[src/rtl/inv_walk_pkg.sv]
package inv_walk_pkg;
  typedef enum logic [1:0] {
    ST_IDLE  = 2'd0,
    ST_WALK  = 2'd1,
    ST_DRAIN = 2'd2
  } inv_state_e;
endpackage

[src/rtl/inv_walk_seq.sv]
module inv_walk_seq #(
  parameter int NUM_BLOCKS = 16,
  parameter int IDX_W      = (NUM_BLOCKS > 1) ? $clog2(NUM_BLOCKS) : 1
) (
  input  logic             clk_i,
  input  logic             rst_ni,
  input  logic             start_i,
  input  logic             active_i,
  input  logic             fire_i,
  output logic [IDX_W-1:0] idx_o,
  output logic             last_o
);
  localparam logic [IDX_W-1:0] LAST_IDX = IDX_W'(NUM_BLOCKS - 1);

  logic [IDX_W-1:0] idx_q;

  always_ff @(posedge clk_i or negedge rst_ni) begin
    if (!rst_ni)                  idx_q <= '0;
    else if (start_i)             idx_q <= '0;
    else if (active_i && fire_i)  idx_q <= last_o ? '0 : idx_q + 1'b1;
  end

  assign idx_o  = idx_q;
  assign last_o = (idx_q == LAST_IDX);

  a_r3_idx_in_range: assert property (@(posedge clk_i) disable iff (!rst_ni)
    active_i |-> (int'(idx_q) < NUM_BLOCKS));

  a_r5_idx_holds: assert property (@(posedge clk_i) disable iff (!rst_ni)
    (active_i && !fire_i && !start_i) |=> (idx_q == $past(idx_q)));
endmodule

[src/rtl/inv_pend_cnt.sv]
module inv_pend_cnt #(
  parameter int MAX_CNT = 16,
  parameter int CNT_W   = $clog2(MAX_CNT + 1)
) (
  input  logic             clk_i,
  input  logic             rst_ni,
  input  logic             active_i,
  input  logic             inc_i,
  input  logic             ack_i,
  output logic             zero_o,
  output logic             err_o
);
  logic [CNT_W-1:0] cnt_q;
  logic             dec;

  assign zero_o = (cnt_q == '0);
  assign err_o  = ack_i && (!active_i || zero_o);
  assign dec    = ack_i && !err_o;

  always_ff @(posedge clk_i or negedge rst_ni) begin
    if (!rst_ni) cnt_q <= '0;
    else         cnt_q <= cnt_q + CNT_W'(inc_i) - CNT_W'(dec);
  end

  a_r6_no_overflow: assert property (@(posedge clk_i) disable iff (!rst_ni)
    int'(cnt_q) <= MAX_CNT);

  a_r7_err_no_dec: assert property (@(posedge clk_i) disable iff (!rst_ni)
    err_o |=> (cnt_q == $past(cnt_q) + CNT_W'($past(inc_i))));
endmodule

[src/rtl/inv_walk_ctrl.sv]
module inv_walk_ctrl
  import inv_walk_pkg::*;
#(
  parameter int NUM_BLOCKS = 16,
  parameter int ADDR_W     = 32,
  parameter int LEN_W      = 8,
  parameter int IDX_W      = (NUM_BLOCKS > 1) ? $clog2(NUM_BLOCKS) : 1
) (
  input  logic              clk_i,
  input  logic              rst_ni,
  input  logic              inv_req_i,
  output logic              inv_accept_o,
  output logic              inv_retry_o,
  output logic              done_o,
  output logic [IDX_W-1:0]  line_idx_o,
  input  logic [ADDR_W-1:0] line_addr_i,
  output logic              evict_valid_o,
  input  logic              evict_ready_i,
  output logic [ADDR_W-1:0] evict_addr_o,
  output logic [LEN_W-1:0]  evict_len_o,
  input  logic              ack_i,
  output logic              ack_err_o
);
  inv_state_e state_q, state_d;
  logic       fire, last, cnt_zero, pending;

  assign pending       = (state_q != ST_IDLE);
  assign inv_accept_o  = inv_req_i && !pending;
  assign inv_retry_o   = inv_req_i && pending;
  assign evict_valid_o = (state_q == ST_WALK);
  assign fire          = evict_valid_o && evict_ready_i;
  assign evict_addr_o  = line_addr_i;
  assign evict_len_o   = '0;
  // walk done and nothing outstanding
  assign done_o        = (state_q == ST_DRAIN) && cnt_zero;

  always_comb begin
    state_d = state_q;
    unique case (state_q)
      ST_IDLE:  if (inv_accept_o)  state_d = ST_WALK;
      ST_WALK:  if (fire && last)  state_d = ST_DRAIN;
      ST_DRAIN: if (cnt_zero)      state_d = ST_IDLE;
      default:                     state_d = ST_IDLE;
    endcase
  end

  always_ff @(posedge clk_i or negedge rst_ni) begin
    if (!rst_ni) state_q <= ST_IDLE;
    else         state_q <= state_d;
  end

  inv_walk_seq #(.NUM_BLOCKS(NUM_BLOCKS), .IDX_W(IDX_W)) u_seq (
    .clk_i    (clk_i),
    .rst_ni   (rst_ni),
    .start_i  (inv_accept_o),
    .active_i (evict_valid_o),
    .fire_i   (fire),
    .idx_o    (line_idx_o),
    .last_o   (last)
  );

  inv_pend_cnt #(.MAX_CNT(NUM_BLOCKS)) u_cnt (
    .clk_i    (clk_i),
    .rst_ni   (rst_ni),
    .active_i (pending),
    .inc_i    (fire),
    .ack_i    (ack_i),
    .zero_o   (cnt_zero),
    .err_o    (ack_err_o)
  );

  a_r1_walk_starts: assert property (@(posedge clk_i) disable iff (!rst_ni)
    inv_accept_o |=> (evict_valid_o && line_idx_o == '0));

  a_r5_stall_holds: assert property (@(posedge clk_i) disable iff (!rst_ni)
    (evict_valid_o && !evict_ready_i) |=> (evict_valid_o && $stable(line_idx_o)));

  a_r6_done_pulse: assert property (@(posedge clk_i) disable iff (!rst_ni)
    done_o |=> !done_o);

  a_r2_no_restart: assert property (@(posedge clk_i) disable iff (!rst_ni)
    (inv_retry_o && evict_valid_o && !evict_ready_i) |=> (line_idx_o == $past(line_idx_o)));
endmodule

[config.mk]
export PLATFORM = sky130hd
export DESIGN_NAME = inv_walk_ctrl
export DESIGN_NICKNAME = d
export VERILOG_FILES = /design/src/rtl/inv_walk_pkg.sv /design/src/rtl/inv_walk_seq.sv /design/src/rtl/inv_pend_cnt.sv /design/src/rtl/inv_walk_ctrl.sv
export SDC_FILE = /design/constraint.sdc
export NUM_CORES = 1
export LEC_CHECK = 0
export BUFFER_PORTS_ARGS = -buffer_cell sky130_fd_sc_hd__buf_2
export CAP_MARGIN = 10
export CORE_MARGIN = 4
export CORE_UTILIZATION = 40
export CTS_CLUSTER_DIAMETER = 60
export CTS_CLUSTER_SIZE = 20
export DETAILED_ROUTE_END_ITERATION = 8
export PLACE_DENSITY = 0.84
export SKIP_CTS_REPAIR_TIMING = 1
export SLEW_MARGIN = 30
export SYNTH_ARGS = -nofsm -noshare
export SYNTH_HDL_FRONTEND = slang
export SYNTH_SLANG_ARGS = --single-unit
[constraint.sdc]
create_clock -name clk_i -period 7.29 [get_ports clk_i]
set_clock_uncertainty 0.15 [all_clocks]
set_input_delay 1.0935 -clock clk_i [delete_from_list [all_inputs] [get_ports clk_i]]
set_output_delay 1.0935 -clock clk_i [all_outputs]
set_load 0.005 [all_outputs]
# Word level (Yosys, flattened, before mapping)
# Index checks and enable logic that the tools add are counted.
dict set report totals {
  in_bits 37
  romBits 0
  latchBits 0
  memories 0
  wordCells 35
  ramBits 0
  regBits 11
}
dict set report classes {
  div 0
  magnitude_cmp 0
  mux 7
  mul 0
  bitwise_logic 0
  addsub 3
  n_eq_ne 6
  shifts 0
  reduce_logical 16
}
# operator count
set ops {}
lappend ops {{$mux 4} 3}
lappend ops {{$logic_and 1x1->1} 8}
lappend ops {{$mux 2} 3}
lappend ops {{$pmux 2 s3} 1}
lappend ops {{$add 5x1->5} 1}
lappend ops {{$logic_not 5->1} 1}
lappend ops {{$sub 5x1->5} 1}
lappend ops {{$add 4x1->4 const B} 1}
lappend ops {{$eq 4x4->1 const B} 1}
lappend ops {{$ne 2x2->1 const B} 2}
lappend ops {{$reduce_bool 2->1} 2}
lappend ops {{$reduce_and 3->1} 1}
lappend ops {{$eq 2x1->1 const B} 1}
lappend ops {{$eq 2x2->1 const B} 1}
lappend ops {{$logic_not 1->1} 2}
lappend ops {{$logic_not 2->1} 1}
lappend ops {{$ne 2x1->1 const B} 1}
lappend ops {{$logic_or 1x1->1} 1}

# Depth between registers and ports, before layout
# Gate-level depths: netlist of the first run.
dict set report depth {
  word_depth 7
  mapped_depth 13
}

# Hierarchy
# From an unflattened synthesis of the first run, not the netlist that was laid out.
dict set report hier_totals {
  hier_cells 108
  area_unflattened_um2 975.9
}
# module n_inst area_per_inst_um2 cells_per_inst
set modules_own_cells {}
lappend modules_own_cells {inv_walk_ctrl 1 435.4 55}
lappend modules_own_cells {inv_pend_cnt 1 332.8 31}
lappend modules_own_cells {inv_walk_seq 1 207.7 22}

# Worst setup path before layout of the first run
# Ideal clock, no wire load.
dict set report synth_path {
  kind {input-to-output}
  startpoint {in inv_req_i}
  endpoint {out inv_accept_o}
  n_path_buf 0
  setup_slack_ps 4367
  path_stages 2
  arrival_time_ps 1679
  path_cell_list {or3b_2 inv_1}
}
dict set report synth_via {
  elab_chain_len 1
}
# element line
set synth_rtl {}
lappend synth_rtl {{start, declared} inv_walk_ctrl.sv:11} ;# input logic inv_req_i,
lappend synth_rtl {{$logic_and 1x1->1} inv_walk_ctrl.sv:28} ;# assign inv_accept_o = inv_req_i && !pending;
lappend synth_rtl {{end, declared} inv_walk_ctrl.sv:12} ;# output logic inv_accept_o,
# Every way passes these cells.

# Final worst setup path of the first run
# Same ends and word-level chain as after synthesis.

==> results of run 1 <==
==> cell families after synthesis <==
logic type / count (synthesis) / share of synthesized area, %
other: 1 / 0.383
adder cells (fa/ha/maj): 8 / 11.0
flip-flops: 11 / 28.1
AO/OA/AOI/OAI: 10 / 6.26
XOR/XNOR: 4 / 3.58
AND/OR/NAND/NOR: 24 / 15.1
buffers and inverters: 53 / 35.6
==> synthesized netlist by cell type (all sizes together) <==
cell type	number	share of area, %
nor2	3	1.1
inv	13	5.0
a21oi	4	2.4
buf	40	31
o32ai	1	0.89
or3b	1	0.89
xnor2	2	1.8
nand3	3	1.5
and2	1	0.64
a21o	1	0.77
o21ai	3	1.5
xor2	2	1.8
fa	1	2.0
nor2b	4	2.6
nand2	5	1.9
nand2b	1	0.64
nor4b	1	0.89
or3	1	0.64
dfrtp	11	28
ha	7	8.9
o22ai	1	0.64
nor3b	2	1.5
conb	1	0.38
nand4	1	0.64
nand3b	1	2.0
==> critical path, delay by kind of cell <==
kind                   cells  cell delay [ns]
and+or+nand+nor            1             0.51
buffers and inverters      3             0.30
==> stage by stage <==
| step | instances | power (mW) | util, % | instance area, sq um |
|---|---|---|---|---|
| final | 123 | 0.338 | 36.6 | 832 |
| after global routing | 123 | 0.380 | 36.6 | 832 |
| after detailed placement | 119 | 0.297 | 35.4 | 806 |
| after CTS | 123 | 0.343 | 36.6 | 832 |
| after global placement | 119 | 0.287 | 35.4 | 806 |
| after floorplan | 118 | 0.266 | - | 1010 |
==> flip-flops by register name, indices dropped and copies added, names as in the netlist <==
| register | flops |
|---|---|
| state_q | 2 |
| u_cnt.cnt_q | 5 |
| u_seq.idx_o | 4 |
==> metal layers <==
layer / vias up / part of all wire (%)
met5: - / 0
met3: 20 / 13
met1: 233 / 40
met4: 0 / 7.2
met2: 24 / 40
li1: 271 / -
==> report_power, final <==
group / switching [mW] / total, mW / internal [mW] / leakage [nW]
Sequential: 0.0270 / 0.118 / 0.0914 / 0.132
Clock: 0.0230 / 0.0442 / 0.0213 / 0.0150
Combinational: 0.0889 / 0.175 / 0.0861 / 0.289
Total: 0.139 / 0.338 / 0.199 / 0.436
==> worst min-delay path by stage <==
stage | cells after the start | to | slack, ns
after floorplan | 1 | u_seq.idx_o[3]$_DFFE_PN0P_ | 0.34
after global placement | 1 | u_seq.idx_o[3]$_DFFE_PN0P_ | 0.34
after detailed placement | 1 | u_seq.idx_o[3]$_DFFE_PN0P_ | 0.35
after CTS | 1 | u_seq.idx_o[3]$_DFFE_PN0P_ | 0.36
after global routing | 1 | u_seq.idx_o[3]$_DFFE_PN0P_ | 0.42
final | 1 | u_seq.idx_o[3]$_DFFE_PN0P_ | 0.35
==> cell type report <==
| class | instances | area (sq um) | area share [%] |
|---|---|---|---|
| tap | 28 | 35.0 | 4.21 |
| sequential | 11 | 275 | 33.1 |
| inverter | 13 | 48.8 | 5.86 |
| multi-input combinational | 54 | 382 | 45.9 |
| timing repair buffer | 13 | 65.1 | 7.82 |
| clock buffer | 4 | 26.3 | 3.16 |
==> layout by cell type (no fill, tap or decap), types with 2 or more instances in the layout <==
cell type  count
nor2b_1        4
dfrtp_1       11
nand3_1        3
nor2_1         3
a21oi_1        3
ha_1           7
nor3b_1        2
xor2_1         2
o21ai_0        2
xnor2_1        2
conb_1         8
nand2_1        5
clkbuf_4       3
inv_1         13
buf_2         13
==> summary.txt, run 1 <==
Outcome
  – Run status: completed

Die
  – Core Box Area: 0.00228 sq mm
  – IO Count: 86
  – Die ar.: 0.00331 sq mm
  – Die Span Y: 57.5 um
  – Die Wd: 57.5 um
  – FP Rows: 17
  – Initial Util: 43.0%

Routing
  – Via-per-instance ratio: 4.46
  – Via count: 548
  – Drt wl/cell: 12.0 um
  – DRT Wirelength: 1480 um
  – Final ANT Viol Nets: 0
  – Initial DRC Count: 9
  – Pre-Repair DR Iteration Count: 4
  – Remaining DRCs: 0

Global routing
  – Largest net degree at the start of global routing: 12
  – Grt peak-use layer: met2
  – Met1 Use GR: 11.8%
  – First-pass GRT wire length: 2440 um
  – M3 GR Usage: 4.52%
  – Grt ovf: 0
  – GRT Overall Usage: 9.92%
  – Vias in the first global route: 533
  – Initial antenna violation count: 0
  – Met2 Usage GRT: 11.8%

Critical path
  – Slowest cell on the critical path: or3b_2
  – Crit Path Max Fanout: 5
  – Worst path required time: 6.05 ns
  – R2r endpoint: u_cnt.cnt_q[4]$_DFF_PN0_
  – Capture point of the critical path: inv_accept_o
  – Worst setup startpoint: inv_req_i
  – Crit path kind: in -> out
  – CP max stage delay: 0.51 ns
  – Reg-to-reg setup timing slack: 4.32 ns
  – Crit Reg-Reg Startpoint: u_cnt.cnt_q[3]$_DFF_PN0_
  – Worst path cell trace: buf_2 -> or3b_2 -> inv_1 -> buf_2
  – Most common cell on crit path: buf_2
  – Worst Path Arrival: 1.91 ns
  – Reg2Reg Depth: 13
  – Critical Path End Type: primary output
  – Crit start category: input pin

Yosys
  – Cell variety after synth: 27
  – Avg Cell Area, Syn: 8.83 sq um
  – Mapped cell area: 980 sq um
  – Synth warn: 0
  – Synthesized flop and latch total: 11
  – Sequential area share after synthesis: 28.1%
  – Cells after Synth: 111

Clock tree
  – Clock Latency Late Sink: 0.28 ns
  – H-tree levels: 1
  – Clk sinks: 11
  – Clock buffer count from CTS: 3
  – Clk pin slew, worst setup/hold paths: 0.07 ns
  – CTS tree: done
  – Root buffer cell: clkbuf_4
  – CTS max path bufs: 2

Worst hold path
  – Worst Min Path Start: u_seq.idx_o[3]$_DFFE_PN0P_
  – HP Class: reg -> reg

Timing
  – Final-report hold violation count: 0
  – Final Worst Setup Slack: 4.14 ns
  – Hold Slack: 0.350 ns
  – Final setup vio count: 0
  – RSZ-0062 raised after global routing: false
  – Final Cycle Share: 43.2%
  – Setup TNS Final: 0 ns
  – Measured slew at the worst slew-check pin: 0.520 ns
  – Max Slew Vio Count: 0
  – Tmin final: 3.15 ns
  – Max transition margin: 64.9%
  – F_max: 0.317 GHz

Finish
  – Fin nets: 141
  – Area growth, synth to finish: -15.1%
  – Layout cells sized above 1: 20.0%
  – N_diodes: 0
  – Number of fill cells: 237

Place
  – Dpl ws: 4.14 ns
  – Number of port buffers: 13
  – RD Place Congestion: 0.754
  – Post-DP HPWL: 1160 um

Power
  – Pwr dens: 406 mW/mm^2
  – Peak supply drop: 0.123 mV
  – Leakage: 0.436 nW

Flow run
  – Max_cap viols: 0
(Power assumes the default switching activity.)
==> run 2, diff against run 1 <==
--- a/config.mk
+++ b/config.mk
@@ -8,11 +8,11 @@
 export BUFFER_PORTS_ARGS = -buffer_cell sky130_fd_sc_hd__buf_2
 export CAP_MARGIN = 10
 export CORE_MARGIN = 4
-export CORE_UTILIZATION = 40
+export CORE_UTILIZATION = 38
 export CTS_CLUSTER_DIAMETER = 60
 export CTS_CLUSTER_SIZE = 20
 export DETAILED_ROUTE_END_ITERATION = 8
-export PLACE_DENSITY = 0.84
+export PLACE_DENSITY = 0.81
 export SKIP_CTS_REPAIR_TIMING = 1
 export SLEW_MARGIN = 30
 export SYNTH_ARGS = -nofsm -noshare
==> constraint.sdc (replaced) <==
create_clock -name clk_i -period 3.03 [get_ports clk_i]
set_clock_uncertainty 0.15 [all_clocks]
set_input_delay 0.4545 -clock clk_i [delete_from_list [all_inputs] [get_ports clk_i]]
set_output_delay 0.4545 -clock clk_i [all_outputs]
set_load 0.005 [all_outputs]
==> summary.txt, run 2 (same netlist as run 1, synthesis figures left out) <==
Outcome
  – Run status: completed

Clock tree
  – Clk sinks: 11
  – CTS tree: done
  – CTS max path bufs: 2
  – H-tree levels: 1
  – Root buffer cell: clkbuf_4
  – Clock Latency Late Sink: 0.28 ns
  – Clock buffer count from CTS: 3
  – Clk pin slew, worst setup/hold paths: 0.08 ns

Worst hold path
  – Worst Min Path Start: u_seq.idx_o[3]$_DFFE_PN0P_
  – HP Class: reg -> reg
  – WHS Path Cells: 1
  – Hold worst-path end: u_seq.idx_o[3]$_DFFE_PN0P_

Global routing
  – Vias in the first global route: 571
  – Largest net degree at the start of global routing: 12
  – Grt ovf: 0
  – First-pass GRT wire length: 2510 um
  – Initial antenna violation count: 0
  – GRT Overall Usage: 9.86%

Die
  – Die Span Y: 58.8 um
  – Initial Util: 39.5%
  – Die ar.: 0.00345 sq mm
  – Die Wd: 58.8 um
  – IO Count: 86
  – FP Rows: 18
  – Core Box Area: 0.00248 sq mm

Timing
  – RSZ-0062 raised after global routing: false
  – F_max: 0.354 GHz
  – Tmin final: 2.82 ns
  – Final-report hold violation count: 0
  – Final Worst Setup Slack: 0.206 ns
  – Final Cycle Share: 93.2%
  – Max Slew Vio Count: 0
  – Hold Slack: 0.343 ns
  – Final setup vio count: 0
  – Setup TNS Final: 0 ns

Routing
  – Via count: 597
  – Via-per-instance ratio: 4.70
  – Pre-Repair DR Iteration Count: 4
  – Remaining DRCs: 0
  – DRT Wirelength: 1630 um
  – Final ANT Viol Nets: 0
  – Drt wl/cell: 12.8 um
  – Initial DRC Count: 14

Finish
  – Layout cells sized above 1: 21.6%
  – Max FFs per register: 5
  – Fin nets: 143
  – Reg with most FFs: u_cnt.cnt_q
  – Area growth, synth to finish: -12.4%
  – Commonest cells after routing, fill and taps aside: inv_1, buf_2, dfrtp_1
  – Fin area: 858 sq um
  – Fin util: 34.6%
  – N_diodes: 0

Critical path
  – Crit Path Max Fanout: 3
  – Crit Reg-Reg Startpoint: u_cnt.cnt_q[2]$_DFF_PN0_
  – Reg-to-reg setup timing slack: 0.21 ns
  – CP max stage delay: 0.39 ns
  – Worst Path Arrival: 2.88 ns
  – Critical Path End Type: flop
  – Reg2Reg Depth: 14
  – R2r endpoint: u_cnt.cnt_q[4]$_DFF_PN0_
  – Worst path required time: 3.08 ns
  – Slowest cell on the critical path: dfrtp_1
  – Crit path kind: reg -> reg
  – Worst path cell trace: inv_1 -> ha_1 -> nor4b_2 -> buf_4 -> nor2_1 -> and2_1 -> ha_1 -> inv_1 -> ha_1 -> inv_1 -> fa_1 -> nand2b_1 -> a21oi_1 -> xnor2_1
  – Crit start category: flop

Power
  – Pwr dens: 980 mW/mm^2
  – Peak supply drop: 0.289 mV
  – Leakage: 0.447 nW

Place
  – Post-DP HPWL: 1240 um
  – Dpl ws: 0.179 ns
  – Number of port buffers: 13
  – Placed Area: 816 sq um
  – RD Place Congestion: 0.745

Flow run
  – Max_cap viols: 0
==> run 2: worst max-delay path by stage <==
stage	start	endpoint	slack (ns)
3_3_place_gp	u_cnt.cnt_q[2]$_DFF_PN0_	u_cnt.cnt_q[4]$_DFF_PN0_	0.27
2_1_floorplan	u_cnt.cnt_q[3]$_DFF_PN0_	u_cnt.cnt_q[4]$_DFF_PN0_	0.36
3_5_place_dp	u_cnt.cnt_q[2]$_DFF_PN0_	u_cnt.cnt_q[4]$_DFF_PN0_	0.18
6_report	u_cnt.cnt_q[2]$_DFF_PN0_	u_cnt.cnt_q[4]$_DFF_PN0_	0.21
4_1_cts	u_cnt.cnt_q[2]$_DFF_PN0_	u_cnt.cnt_q[4]$_DFF_PN0_	0.12
5_1_grt	u_cnt.cnt_q[3]$_DFF_PN0_	u_cnt.cnt_q[4]$_DFF_PN0_	0.03
==> run 2: worst max-delay path: cells and delay by family, from the launching register on <==
family                     cells  cell delay, ns
DFF                            1            0.39
adders and majority gates      4            0.97
xor gates and xnor gates       1            0.15
buffers and inverters          4            0.35
AOI/OAI and AO/OA              1            0.19
and+or+nand+nor                4            0.53
==> run 2: per-stage QoR <==
step | cells | total power, mW
3_5_place_dp | 122 | 0.733
4_1_cts | 126 | 0.846
2_1_floorplan | 118 | 0.641
6_report | 127 | 0.841
5_1_grt | 127 | 0.920
3_3_place_gp | 122 | 0.696
==> run 2: layout make-up <==
type	count	area, sq um
sequential	11	275
tap	30	37.5
fill	269	1620
inverter	13	48.8
clock buffer	4	26.3
timing repair buffer	15	82.6
multi-input combinational	54	388
==> run 2: where the power goes <==
| part | leakage (nW) | switching (mW) | internal [mW] |
|---|---|---|---|
| Sequential | 0.132 | 0.0703 | 0.220 |
| Combinational | 0.299 | 0.225 | 0.216 |
| Clock | 0.0150 | 0.0584 | 0.0512 |
| Total | 0.447 | 0.354 | 0.488 |
==> run 2: metal layers <==
metal | wire length (um) | global-route usage [%] | up-vias
li1 | - | - | 274
met2 | 762 | 14.5 | 33
met4 | 62 | 9.06 | 0
met1 | 592 | 10.1 | 281
met3 | 208 | 4.82 | 9
met5 | 0 | 0 | -
==> run 3, diff against run 2 <==
--- a/config.mk
+++ b/config.mk
@@ -12,6 +12,7 @@
 export CTS_CLUSTER_DIAMETER = 60
 export CTS_CLUSTER_SIZE = 20
 export DETAILED_ROUTE_END_ITERATION = 8
+export GPL_TIMING_DRIVEN = 0
 export PLACE_DENSITY = 0.81
 export SKIP_CTS_REPAIR_TIMING = 1
 export SLEW_MARGIN = 30
==> summary.txt, run 3 (same netlist as run 1, synthesis figures left out) <==
Clock tree
  – Clk sinks: 11
  – H-tree levels: 1
  – CTS max path bufs: 2
  – CTS tree: done
  – Clock buffer count from CTS: 3
  – Root buffer cell: clkbuf_4
  – Clk pin slew, worst setup/hold paths: 0.07 ns
  – Clock Latency Late Sink: 0.26 ns

Routing
  – DRT Wirelength: 1940 um
  – Final ANT Viol Nets: 0
  – Initial DRC Count: 14
  – WL met3: 327 um
  – Pre-Repair DR Iteration Count: 4
  – Met1 WL: 705 um
  – DR WL met2: 881 um
  – Via count: 814
  – Top sig layer: met4
  – Remaining DRCs: 0
  – Drt wl/cell: 9.77 um
  – Via-per-instance ratio: 4.11

Die
  – IO Count: 86
  – Core Box Area: 0.00248 sq mm
  – Initial Util: 39.5%
  – FP Rows: 18
  – Die Wd: 58.8 um
  – Die Span Y: 58.8 um
  – Die ar.: 0.00345 sq mm

Critical path
  – Crit start category: flop
  – Worst path required time: 3.06 ns
  – Reg-to-reg setup timing slack: 0.25 ns
  – Critical Path End Type: flop
  – Crit path kind: reg -> reg
  – R2r endpoint: u_cnt.cnt_q[4]$_DFF_PN0_
  – Worst Path Arrival: 2.81 ns
  – Reg2Reg Depth: 13
  – Crit Reg-Reg Startpoint: u_cnt.cnt_q[2]$_DFF_PN0_
  – Crit Path Max Fanout: 3

Worst hold path
  – Hold worst-path end: u_seq.idx_o[3]$_DFFE_PN0P_
  – HP Class: reg -> reg
  – WHS Path Cells: 1
  – Worst Min Path Start: u_seq.idx_o[3]$_DFFE_PN0P_

Finish
  – Reg with most FFs: u_cnt.cnt_q
  – Most common cell after layout, fill and taps aside: buf_2
  – Fin util: 52.9%
  – Area growth, synth to finish: 33.8%
  – N_diodes: 0
  – Layout cells sized above 1: 54.8%
  – Max FFs per register: 5
  – Commonest cells after routing, fill and taps aside: buf_2, buf_4, inv_1
  – Number of fill cells: 253
  – Fin nets: 214
  – Fin area: 0.00131 sq mm

Place
  – Placed Area: 0.00127 sq mm
  – Post-DP HPWL: 1640 um
  – RD Place Congestion: 0.698
  – Number of port buffers: 45

Timing
  – Final setup vio count: 0
  – Final-report hold violation count: 0
  – Final Cycle Share: 91.8%
  – Tmin final: 2.78 ns
  – Max Slew Vio Count: 0
  – F_max: 0.360 GHz
  – Setup TNS Final: 0 ns
  – RSZ-0062 raised after global routing: false

Global routing
  – Vias in the first global route: 707
  – Initial antenna violation count: 0
  – Grt ovf: 0
  – First-pass GRT wire length: 2890 um
  – Largest net degree at the start of global routing: 12
  – GRT Overall Usage: 10.9%

Power
  – Peak supply drop: 0.311 mV
  – Leakage: 0.764 nW
  – Final Power: 871 uW
  – Pwr dens: 664 mW/mm^2

Outcome
  – Run status: completed

Flow run
  – Max_cap viols: 0
-- run 3: cell types whose count changed in the layout (fill, tap and decap cells not counted) --
cell | previous run | this run
buf_4 | 1 | 40
buf_2 | 13 | 45
-- run 3: how the worst max path moves through the flow --
stage / start / to / slack, ns / cells after the start
3_5_place_dp: u_cnt.cnt_q[2]$_DFF_PN0_ / u_cnt.cnt_q[4]$_DFF_PN0_ / 0.09 / 13
2_1_floorplan: u_cnt.cnt_q[3]$_DFF_PN0_ / u_cnt.cnt_q[4]$_DFF_PN0_ / 0.36 / 13
6_report: u_cnt.cnt_q[2]$_DFF_PN0_ / u_cnt.cnt_q[4]$_DFF_PN0_ / 0.25 / 13
4_1_cts: u_cnt.cnt_q[2]$_DFF_PN0_ / u_cnt.cnt_q[4]$_DFF_PN0_ / 0.05 / 13
5_1_grt: u_cnt.cnt_q[2]$_DFF_PN0_ / u_cnt.cnt_q[4]$_DFF_PN0_ / 0.02 / 13
3_3_place_gp: u_cnt.cnt_q[2]$_DFF_PN0_ / u_cnt.cnt_q[4]$_DFF_PN0_ / 0.09 / 13
-- run 3: through the flow --
step / std cells / setup WS (ns) / hold slack [ns]
4_1_cts: 197 / 0.0459 / -0.0977
2_1_floorplan: 118 / 0.364 / 0.00891
3_5_place_dp: 193 / 0.0913 / 0.186
6_report: 198 / 0.249 / 0.343
5_1_grt: 198 / 0.0178 / 0.392
3_3_place_gp: 193 / 0.0867 / 0.185
-- run 3: critical path: stages (launching register included) --
cell      delay [ns]
dfrtp_1         0.39
inv_1           0.09
ha_1            0.15
nor4b_2         0.29
nor2_1          0.10
and2_1          0.17
ha_1            0.26
inv_1           0.06
ha_1            0.15
inv_1           0.05
fa_1            0.39
nand2b_1        0.16
a21oi_1         0.15
xnor2_1         0.14
-- run 3: per-layer routing --
metal | GRT usage [%] | vias up
met1 | 14.9 | 340
met4 | 4.85 | 0
met2 | 15.6 | 53
met5 | 0 | -
li1 | - | 419
met3 | 3.51 | 2
-- run 3: report_power, final --
part | internal [mW] | total, mW | leakage [nW] | switching, mW
clock | 0.0508 | 0.0967 | 0.0150 | 0.0459
combinational | 0.256 | 0.481 | 0.617 | 0.225
sequential | 0.220 | 0.294 | 0.132 | 0.0736
total | 0.527 | 0.871 | 0.764 | 0.344
-- run 3: layout make-up --
cell class                 instances  area, sq um  area share (%)
multi-input combinational         54          388            29.6
buffer                            40          300            22.9
sequential                        11          275            21.0
timing repair buffer              46          235            17.9
inverter                          13         48.8            3.72
tap                               30         37.5            2.86
clock buffer                       4         26.3            2.00
